<file path="src/rtl/crtc_pkg.sv">
// Package: shared widths, register indices, decoded configuration type and
// reset values for the CRTC sync and blank generator.
// Assumes the 10-bit vertical layout (register byte plus two extension bits).
package crtc_pkg;
    localparam int REG_W    = 8;
    localparam int IDX_W    = 8;
    localparam int NREGS    = 18;
    localparam int SEL_W    = $clog2(NREGS);
    localparam int HREG_W   = 8;
    localparam int VREG_W   = 10;
    localparam int HC_W     = HREG_W + 1;
    localparam int VC_W     = VREG_W + 1;
    localparam int HEND_W   = 5;
    localparam int VSEND_W  = 4;
    localparam int VBEND_W  = 8;
    localparam int ADDR_W   = 16;
    localparam int HBIAS    = 5;
    localparam int VBIAS    = 2;

    localparam int IX_HTOT   = 0;
    localparam int IX_HDISP  = 1;
    localparam int IX_HBS    = 2;
    localparam int IX_HBE    = 3;
    localparam int IX_HSS    = 4;
    localparam int IX_HSE    = 5;
    localparam int IX_VTOT   = 6;
    localparam int IX_OVF    = 7;
    localparam int IX_MSCAN  = 8;
    localparam int IX_STHI   = 9;
    localparam int IX_STLO   = 10;
    localparam int IX_VSS    = 11;
    localparam int IX_VSE    = 12;
    localparam int IX_VDISP  = 13;
    localparam int IX_VBS    = 14;
    localparam int IX_VBE    = 15;
    localparam int IX_ROWOFS = 16;
    localparam int IX_LCMP   = 17;

    typedef struct packed {
        logic [HREG_W-1:0]  htot;
        logic [HREG_W-1:0]  hdisp;
        logic [HREG_W-1:0]  hbs;
        logic [HEND_W-1:0]  hbe;
        logic [HREG_W-1:0]  hss;
        logic [HEND_W-1:0]  hse;
        logic [VREG_W-1:0]  vtot;
        logic [VREG_W-1:0]  vdisp;
        logic [VREG_W-1:0]  vss;
        logic [VSEND_W-1:0] vse;
        logic [VREG_W-1:0]  vbs;
        logic [VBEND_W-1:0] vbe;
        logic [VREG_W-1:0]  lcmp;
        logic               dbl;
        logic [ADDR_W-1:0]  start;
        logic [REG_W-1:0]   rowofs;
    } cfg_t;

    // Reset value of each indexed register: every start parked out of range.
    function automatic logic [REG_W-1:0] reg_reset_value(input int idx);
        case (idx)
            IX_HBS, IX_HSS, IX_VSS, IX_VBS, IX_LCMP: return 8'hFF;
            IX_OVF:                                  return 8'h9C;
            IX_MSCAN:                                return 8'h60;
            default:                                 return 8'h00;
        endcase
    endfunction
endpackage

</file>
<file path="src/rtl/crtc_regs.sv">
// Indexed register bank. Stores byte writes and decodes the bytes into the
// configuration fields, reassembling the 10-bit vertical values from the
// overflow and max-scan extension bits.
// Assumes one write per clock; out-of-range indices are dropped.
module crtc_regs
    import crtc_pkg::*;
(
    input  logic             clk,
    input  logic             rst_n,
    input  logic             we,
    input  logic [IDX_W-1:0] idx,
    input  logic [REG_W-1:0] wdata,
    output cfg_t             cfg
);
    logic [REG_W-1:0] bank [NREGS];
    logic [REG_W-1:0] ovf;
    logic [REG_W-1:0] msc;

    // Register storage: reset to parked values, then accept indexed writes.
    always_ff @(posedge clk) begin
        if (!rst_n) begin
            for (int i = 0; i < NREGS; i++) bank[i] <= reg_reset_value(i);
        end else if (we && (idx < IDX_W'(NREGS))) begin
            bank[idx[SEL_W-1:0]] <= wdata;
        end
    end

    assign ovf = bank[IX_OVF];
    assign msc = bank[IX_MSCAN];

    // Field decode, including the scattered vertical high bits.
    always_comb begin
        cfg.htot   = bank[IX_HTOT];
        cfg.hdisp  = bank[IX_HDISP];
        cfg.hbs    = bank[IX_HBS];
        cfg.hbe    = bank[IX_HBE][HEND_W-1:0];
        cfg.hss    = bank[IX_HSS];
        cfg.hse    = bank[IX_HSE][HEND_W-1:0];
        cfg.vtot   = {ovf[5], ovf[0], bank[IX_VTOT]};
        cfg.vdisp  = {ovf[6], ovf[1], bank[IX_VDISP]};
        cfg.vss    = {ovf[7], ovf[2], bank[IX_VSS]};
        cfg.vse    = bank[IX_VSE][VSEND_W-1:0];
        cfg.vbs    = {msc[5], ovf[3], bank[IX_VBS]};
        cfg.vbe    = bank[IX_VBE];
        cfg.lcmp   = {msc[6], ovf[4], bank[IX_LCMP]};
        cfg.dbl    = msc[7];
        cfg.start  = {bank[IX_STHI], bank[IX_STLO]};
        cfg.rowofs = bank[IX_ROWOFS];
    end
endmodule

</file>
<file path="src/rtl/crtc_hcount.sv">
// Character counter. Counts 0..HTOTAL+4 and flags the last character of
// each scanline. A total written below the current count wraps at once.
module crtc_hcount
    import crtc_pkg::*;
(
    input  logic              clk,
    input  logic              rst_n,
    input  logic [HREG_W-1:0] htot,
    input  logic [HREG_W-1:0] hdisp,
    output logic [HC_W-1:0]   hcnt,
    output logic              line_end,
    output logic              h_active
);
    assign line_end = hcnt >= (HC_W'(htot) + HC_W'(HBIAS - 1));
    assign h_active = hcnt <= HC_W'(hdisp);

    // Character count: step each clock, back to zero after the last one.
    always_ff @(posedge clk) begin
        if (!rst_n)        hcnt <= '0;
        else if (line_end) hcnt <= '0;
        else               hcnt <= hcnt + HC_W'(1);
    end
endmodule

</file>
<file path="src/rtl/crtc_vcount.sv">
// Line counter. Steps once per scanline, counting 0..VTOTAL+1, and flags
// the line end on which the frame wraps.
module crtc_vcount
    import crtc_pkg::*;
(
    input  logic              clk,
    input  logic              rst_n,
    input  logic              line_end,
    input  logic [VREG_W-1:0] vtot,
    input  logic [VREG_W-1:0] vdisp,
    output logic [VC_W-1:0]   vcnt,
    output logic              frame_wrap,
    output logic              v_active
);
    assign frame_wrap = line_end && (vcnt >= (VC_W'(vtot) + VC_W'(VBIAS - 1)));
    assign v_active   = vcnt <= VC_W'(vdisp);

    // Line count: advance at each line end, restart at the frame wrap.
    always_ff @(posedge clk) begin
        if (!rst_n)          vcnt <= '0;
        else if (frame_wrap) vcnt <= '0;
        else if (line_end)   vcnt <= vcnt + VC_W'(1);
    end

    // the line count only moves on a line end from the character counter.
    a_r4_line_hold: assert property (@(posedge clk) disable iff (!rst_n)
        !line_end |=> $stable(vcnt));
endmodule

</file>
<file path="src/rtl/crtc_span.sv">
// Generic sync/blank window. Goes active when the full count equals the
// start value and stays active, sampled on each advance, until the count's
// low END_W bits equal the end value. A start outside the count range
// therefore never activates the window.
module crtc_span #(
    parameter int CW = 9,
    parameter int SW = 8,
    parameter int EW = 5
) (
    input  logic          clk,
    input  logic          rst_n,
    input  logic          adv,
    input  logic [CW-1:0] cnt,
    input  logic [SW-1:0] start_v,
    input  logic [EW-1:0] end_v,
    output logic          active
);
    logic held;
    logic hit;

    assign hit    = cnt == CW'(start_v);
    assign active = hit || (held && (cnt[EW-1:0] != end_v));

    // Window memory: captured on each advance step.
    always_ff @(posedge clk) begin
        if (!rst_n)   held <= 1'b0;
        else if (adv) held <= active;
    end

    // an inactive window can only turn on through a start match.
    a_r6_rise_only_at_start: assert property (@(posedge clk) disable iff (!rst_n)
        !active |=> (!active || hit));
endmodule

</file>
<file path="src/rtl/crtc_addr.sv">
// Display address generator. Holds a line base that is loaded with the
// start address at the frame wrap, cleared after the line-compare line,
// held on the first line of a doubled pair, and otherwise stepped by twice
// the row offset. The output adds the character count to the base.
module crtc_addr
    import crtc_pkg::*;
(
    input  logic              clk,
    input  logic              rst_n,
    input  logic              line_end,
    input  logic              frame_wrap,
    input  logic [HC_W-1:0]   hcnt,
    input  logic [VC_W-1:0]   vcnt,
    input  logic [ADDR_W-1:0] start_addr,
    input  logic [REG_W-1:0]  rowofs,
    input  logic [VREG_W-1:0] lcmp,
    input  logic              dbl,
    output logic [ADDR_W-1:0] disp_addr
);
    logic [ADDR_W-1:0] base;
    logic              rep_ph;
    logic              split_hit;

    assign split_hit = (lcmp != {VREG_W{1'b1}}) && (vcnt == VC_W'(lcmp));
    assign disp_addr = base + ADDR_W'(hcnt);

    // Line base update: frame reload outranks split reset, then doubling.
    always_ff @(posedge clk) begin
        if (!rst_n) begin
            base   <= '0;
            rep_ph <= 1'b0;
        end else if (line_end) begin
            if (frame_wrap) begin
                base   <= start_addr;
                rep_ph <= 1'b0;
            end else if (split_hit) begin
                base   <= '0;
                rep_ph <= 1'b0;
            end else if (dbl && !rep_ph) begin
                rep_ph <= 1'b1;
            end else begin
                base   <= base + ADDR_W'({rowofs, 1'b0});
                rep_ph <= 1'b0;
            end
        end
    end

    // within a scanline the address climbs by one per character.
    a_r7_char_step: assert property (@(posedge clk) disable iff (!rst_n)
        !line_end |=> disp_addr == $past(disp_addr) + ADDR_W'(1));
    // the first character of a frame shows the start address.
    a_r7_frame_load: assert property (@(posedge clk) disable iff (!rst_n)
        frame_wrap |=> disp_addr == $past(start_addr));
    // the first line of a doubled pair is repeated.
    a_r8_double_repeat: assert property (@(posedge clk) disable iff (!rst_n)
        (line_end && !frame_wrap && !split_hit && dbl && !rep_ph) |=> disp_addr == $past(base));
    // the line after the compare line starts at address zero.
    a_r9_split_zero: assert property (@(posedge clk) disable iff (!rst_n)
        (line_end && !frame_wrap && split_hit) |=> disp_addr == '0);
endmodule

</file>
<file path="src/rtl/crtc_timing_gen.sv">
// CRTC sync and blank generator top. Ties the register bank, the two
// counters, four window instances and the address generator together.
// Assumes clk is the character clock (8 pixels per tick); outputs are
// combinational from registered state.
module crtc_timing_gen
    import crtc_pkg::*;
(
    input  logic              clk,
    input  logic              rst_n,
    input  logic              reg_we,
    input  logic [IDX_W-1:0]  reg_idx,
    input  logic [REG_W-1:0]  reg_wdata,
    output logic              hsync,
    output logic              vsync,
    output logic              hblank,
    output logic              vblank,
    output logic              disp_en,
    output logic              frame_start,
    output logic [ADDR_W-1:0] disp_addr
);
    cfg_t            cfg;
    logic [HC_W-1:0] hcnt;
    logic [VC_W-1:0] vcnt;
    logic            line_end;
    logic            frame_wrap;
    logic            h_active;
    logic            v_active;

    crtc_regs u_regs (
        .clk(clk), .rst_n(rst_n), .we(reg_we), .idx(reg_idx),
        .wdata(reg_wdata), .cfg(cfg)
    );

    crtc_hcount u_hcnt (
        .clk(clk), .rst_n(rst_n), .htot(cfg.htot), .hdisp(cfg.hdisp),
        .hcnt(hcnt), .line_end(line_end), .h_active(h_active)
    );

    crtc_vcount u_vcnt (
        .clk(clk), .rst_n(rst_n), .line_end(line_end), .vtot(cfg.vtot),
        .vdisp(cfg.vdisp), .vcnt(vcnt), .frame_wrap(frame_wrap),
        .v_active(v_active)
    );

    crtc_span #(.CW(HC_W), .SW(HREG_W), .EW(HEND_W)) u_hsync (
        .clk(clk), .rst_n(rst_n), .adv(1'b1), .cnt(hcnt),
        .start_v(cfg.hss), .end_v(cfg.hse), .active(hsync)
    );

    crtc_span #(.CW(HC_W), .SW(HREG_W), .EW(HEND_W)) u_hblank (
        .clk(clk), .rst_n(rst_n), .adv(1'b1), .cnt(hcnt),
        .start_v(cfg.hbs), .end_v(cfg.hbe), .active(hblank)
    );

    crtc_span #(.CW(VC_W), .SW(VREG_W), .EW(VSEND_W)) u_vsync (
        .clk(clk), .rst_n(rst_n), .adv(line_end), .cnt(vcnt),
        .start_v(cfg.vss), .end_v(cfg.vse), .active(vsync)
    );

    crtc_span #(.CW(VC_W), .SW(VREG_W), .EW(VBEND_W)) u_vblank (
        .clk(clk), .rst_n(rst_n), .adv(line_end), .cnt(vcnt),
        .start_v(cfg.vbs), .end_v(cfg.vbe), .active(vblank)
    );

    crtc_addr u_addr (
        .clk(clk), .rst_n(rst_n), .line_end(line_end), .frame_wrap(frame_wrap),
        .hcnt(hcnt), .vcnt(vcnt), .start_addr(cfg.start), .rowofs(cfg.rowofs),
        .lcmp(cfg.lcmp), .dbl(cfg.dbl), .disp_addr(disp_addr)
    );

    assign disp_en     = h_active && v_active;
    assign frame_start = (hcnt == '0) && (vcnt == '0);

    // the frame marker never lasts two cycles (a line is at least 5).
    a_r11_single_marker: assert property (@(posedge clk) disable iff (!rst_n)
        frame_start |=> !frame_start);
endmodule

</file>
<file path="config.mk">
export PLATFORM = sky130hd
export DESIGN_NAME = crtc_timing_gen
export DESIGN_NICKNAME = d
export VERILOG_FILES = /design/src/rtl/crtc_pkg.sv /design/src/rtl/crtc_regs.sv /design/src/rtl/crtc_hcount.sv /design/src/rtl/crtc_vcount.sv /design/src/rtl/crtc_span.sv /design/src/rtl/crtc_addr.sv /design/src/rtl/crtc_timing_gen.sv
export SDC_FILE = /design/constraint.sdc
export NUM_CORES = 1
export LEC_CHECK = 0
export CAP_MARGIN = 20
export CORE_MARGIN = 8
export CORE_UTILIZATION = 51
export CTS_CLUSTER_DIAMETER = 40
export DETAILED_ROUTE_END_ITERATION = 8
export PLACE_DENSITY = 0.72
export SLEW_MARGIN = 20
export SYNTH_ARGS = -nofsm -noshare
export SYNTH_HDL_FRONTEND = slang
export SYNTH_SLANG_ARGS = --single-unit
</file>
<file path="constraint.sdc">
create_clock -name clk -period 2.7 [get_ports clk]
set_input_delay 0.54 -clock clk [delete_from_list [all_inputs] [get_ports clk]]
set_output_delay 0.54 -clock clk [all_outputs]
set_load 0.05 [all_outputs]
</file>
==> flow_summary.toml <==
[status]
status = "complete, but fails checks"
violations = "setup timing"

[synthesis]
ys_seq_elements = 170
syn_area_sq_mm = 0.00948
async_reset_ff_share_pct = 0
synth.distinct_cells = 64
postSynthAreaPerCell_sq_um = 10.1
ys_seq_area_share_pct = 49.5
yosys_warnings = 0
yosys_most_used_dff = "edfxtp_1"
synth_enable_flop_cells = 129
syn_inst = 936
syn-num-nets = 1018

[route]
drt-pass1-iter-count = 5
ant_nets = 0
routed_via_density = 5.73
drt_iter0_markers = 507
vias = 7449
route.detailed.drc = 0
drt-total-wl_mm = 25.2
wl_per_cell_microns = 19.4

[timing]
max_freq_mhz = 321
rsz0062_at_grt = "yes"
fin_skew_ps = 7.26
relSlewSlack_pct = 57.8
hold_viol = 0
setup_violations = 27
slew_violations = 0
fin_crit_sh_pct = 115
finalWorstSetupSlack_ps = -415
tightest_slew_ps = 634
period_minus_slack_ps = 3120

[worst_setup_path]
end_kind = "primary output"
r2r_slack_ps = -130
path_class = "register to primary output"
crit_fanout = 3
critPathRequiredTime_ps = 2160
worstPathArrival_ps = 2580
crit_path_start_kind = "register"

[cts]
clkTransAtPathRegs_ps = 60
cts.sinks = 170
cts_root_buf = "clkbuf_16"
cts_buffer_depth = 2
htreeDepth = 4
cts_made_buffers = 17
clock_latency_ps = 430
hold_buffers = 0
tritoncts = "done"

[grt]
grt_pass1_vias = 7382
grt_pass1_wl_mm = 38.9
grt_overflow = 0
track_usage_pct = 21.5
grt_start_max_net_pins = 47
grt_antenna_before_repair = 0

[die]
dieArea_sq_mm = 0.0232
fp.coreArea_sq_mm = 0.0185
dieHeight_microns = 152
die_x_microns = 152
rows = 50
ioPinCount = 41
initial_core_util_pct = 51.4

[finish]
fin_util_pct = 66.3
drive_gt1_share_pct = 24.8
n_antenna_cell = 0
fin_nets = 1134
syn_to_final_growth_pct = 29.2
fin_area_sq_mm = 0.0122

[power]
power_density_mw_per_mm2 = 486
peakVddDrop_mv = 0.457
total_leakage_power_nw = 4.97
power.total_mw = 5.95

[place]
port_buffers = 40
dpl_cell_area_sq_mm = 0.0111
pre_cts_ws_ps = -129
gp_congestion = 0.880
dpl.hpwl_mm = 17.0

[worst_hold_path]
hold_class = "register to register"

[flow_run]
drv_cap = 0
==> layout by cell type (no fill, tap or decap), drive strengths merged, types with 6 or more instances in the layout <==
cell type      instances
edfxtp               129
nor4                  12
clkbuf                21
clkinv                 7
a21oi                 26
xor2                  56
nand3                 35
a31oi                  6
or3                    6
nand2                101
ha                    61
nor3                  11
clkdlybuf4s50         18
xnor2                 59
nor2                 139
o21ai                 37
a22oi                  6
buf                  127
nand4                 18
dfxtp                 41
a21o                   6
and3                  13
nor2b                  7
inv                   44
nand2b                 9
and2                   8
==> power by group <==
group | internal, mW | leakage (nW) | total, mW | switching [mW]
Combinational | 0.257 | 3.11 | 0.562 | 0.305
Sequential | 2.92 | 1.59 | 2.99 | 0.0669
Clock | 1.44 | 0.275 | 2.40 | 0.964
Total | 4.61 | 4.97 | 5.95 | 1.34
==> layout make-up <==
class / instances / area [sq um]
Clock buffer: 21 / 440
Clock inverter: 11 / 128
Fill cell: 1319 / 6210
Inverter: 44 / 173
Multi-Input combinational cell: 673 / 4940
Sequential cell: 170 / 4710
Tap cell: 234 / 293
Timing Repair Buffer: 146 / 1560
==> timing repair <==
action	in CTS	in global routing
gates resized for setup	69	70
setup endpoints to repair	28	45
gates cloned	1	1
pin swaps	36	36
setup buffers	5	2
endpoints found under the hold margin	0	0
==> registers in the layout, indices dropped and copies added, names as in the netlist <==
name and cells:
u_addr.base 16, u_addr.rep_ph 1, u_hblank.held 1, u_hcnt.hcnt 9, u_hsync.held 1, u_regs.bank 129
u_vblank.held 1, u_vcnt.vcnt 11, u_vsync.held 1
==> cells in the mapped netlist, types with 3 or more instances <==
master	count	area, sq um
nor2_1	138	518
edfxtp_1	129	3870
nand2_1	101	379
ha_1	61	763
xnor2_1	59	517
xor2_1	56	490
inv_1	43	161
dfxtp_1	41	821
nand3_1	35	175
clkbuf_1	32	120
o21ai_0	29	145
a21oi_1	25	125
nand4_1	17	106
and3_1	13	81.3
buf_2	13	65.1
nor3_1	11	55.1
nor4_1	10	62.6
nand2b_1	9	56.3
and2_1	7	43.8
nor2b_1	7	43.8
o21ai_1	7	35.0
a21o_1	6	45.0
a22oi_1	6	45.0
or3_1	6	37.5
a31oi_1	5	31.3
a32o_1	5	50.1
o31ai_1	5	37.5
a211oi_1	4	30.0
o21a_1	4	30.0
o41ai_1	4	35.0
buf_6	3	33.8
or4_1	3	22.5
==> routing by layer <==
| metal | wire length (microns) | vias up | track usage, % |
|---|---|---|---|
| li1 | - | 3511 | - |
| met1 | 10000 | 3635 | 24.9 |
| met2 | 12900 | 244 | 37.6 |
| met3 | 1400 | 59 | 4.74 |
| met4 | 852 | 0 | 9.42 |
| met5 | 0 | - | 0 |
==> critical path, cell delays in order, from the launching register on <==
cell	delay (ps)
dfxtp_2	360
ha_4	140
inv_2	40
fa_2	360
nor2b_2	120
o21a_1	160
o21ai_2	90
a31oi_2	160
a21o_1	190
nand4_1	140
xnor2_2	220
buf_12	160
==> logic make-up after synthesis <==
group / share of synthesized area [%]
DFF: 49.5
adders and majority gates: 8.48
xor gates and xnor gates: 10.6
and+or+nand+nor: 18.2
buffers and inverters: 4.13
AOI/OAI and AO/OA: 8.82
muxes: 0.238
==> path summary, 6_finish.rpt <==
path	cells after the start	from	endpoint
max	11	u_addr.base[0]	disp_addr[12]
min	2	u_vblank.held	u_vblank.held
max reg2reg	12	u_regs.bank[6][4]	u_addr.base[11]
min reg2reg	2	u_vblank.held	u_vblank.held
==> per-stage QoR <==
stage	TNS, ps	hold slack [ps]	instances
3_5_place_dp	-1460	491	1259
5_1_grt	-8200	559	1299
2_1_floorplan	-359	472	936
4_1_cts	-4980	500	1297
6_report	-3880	499	1299
3_3_place_gp	-170	486	1259
Note: power is estimated with default switching activity, not from simulation.
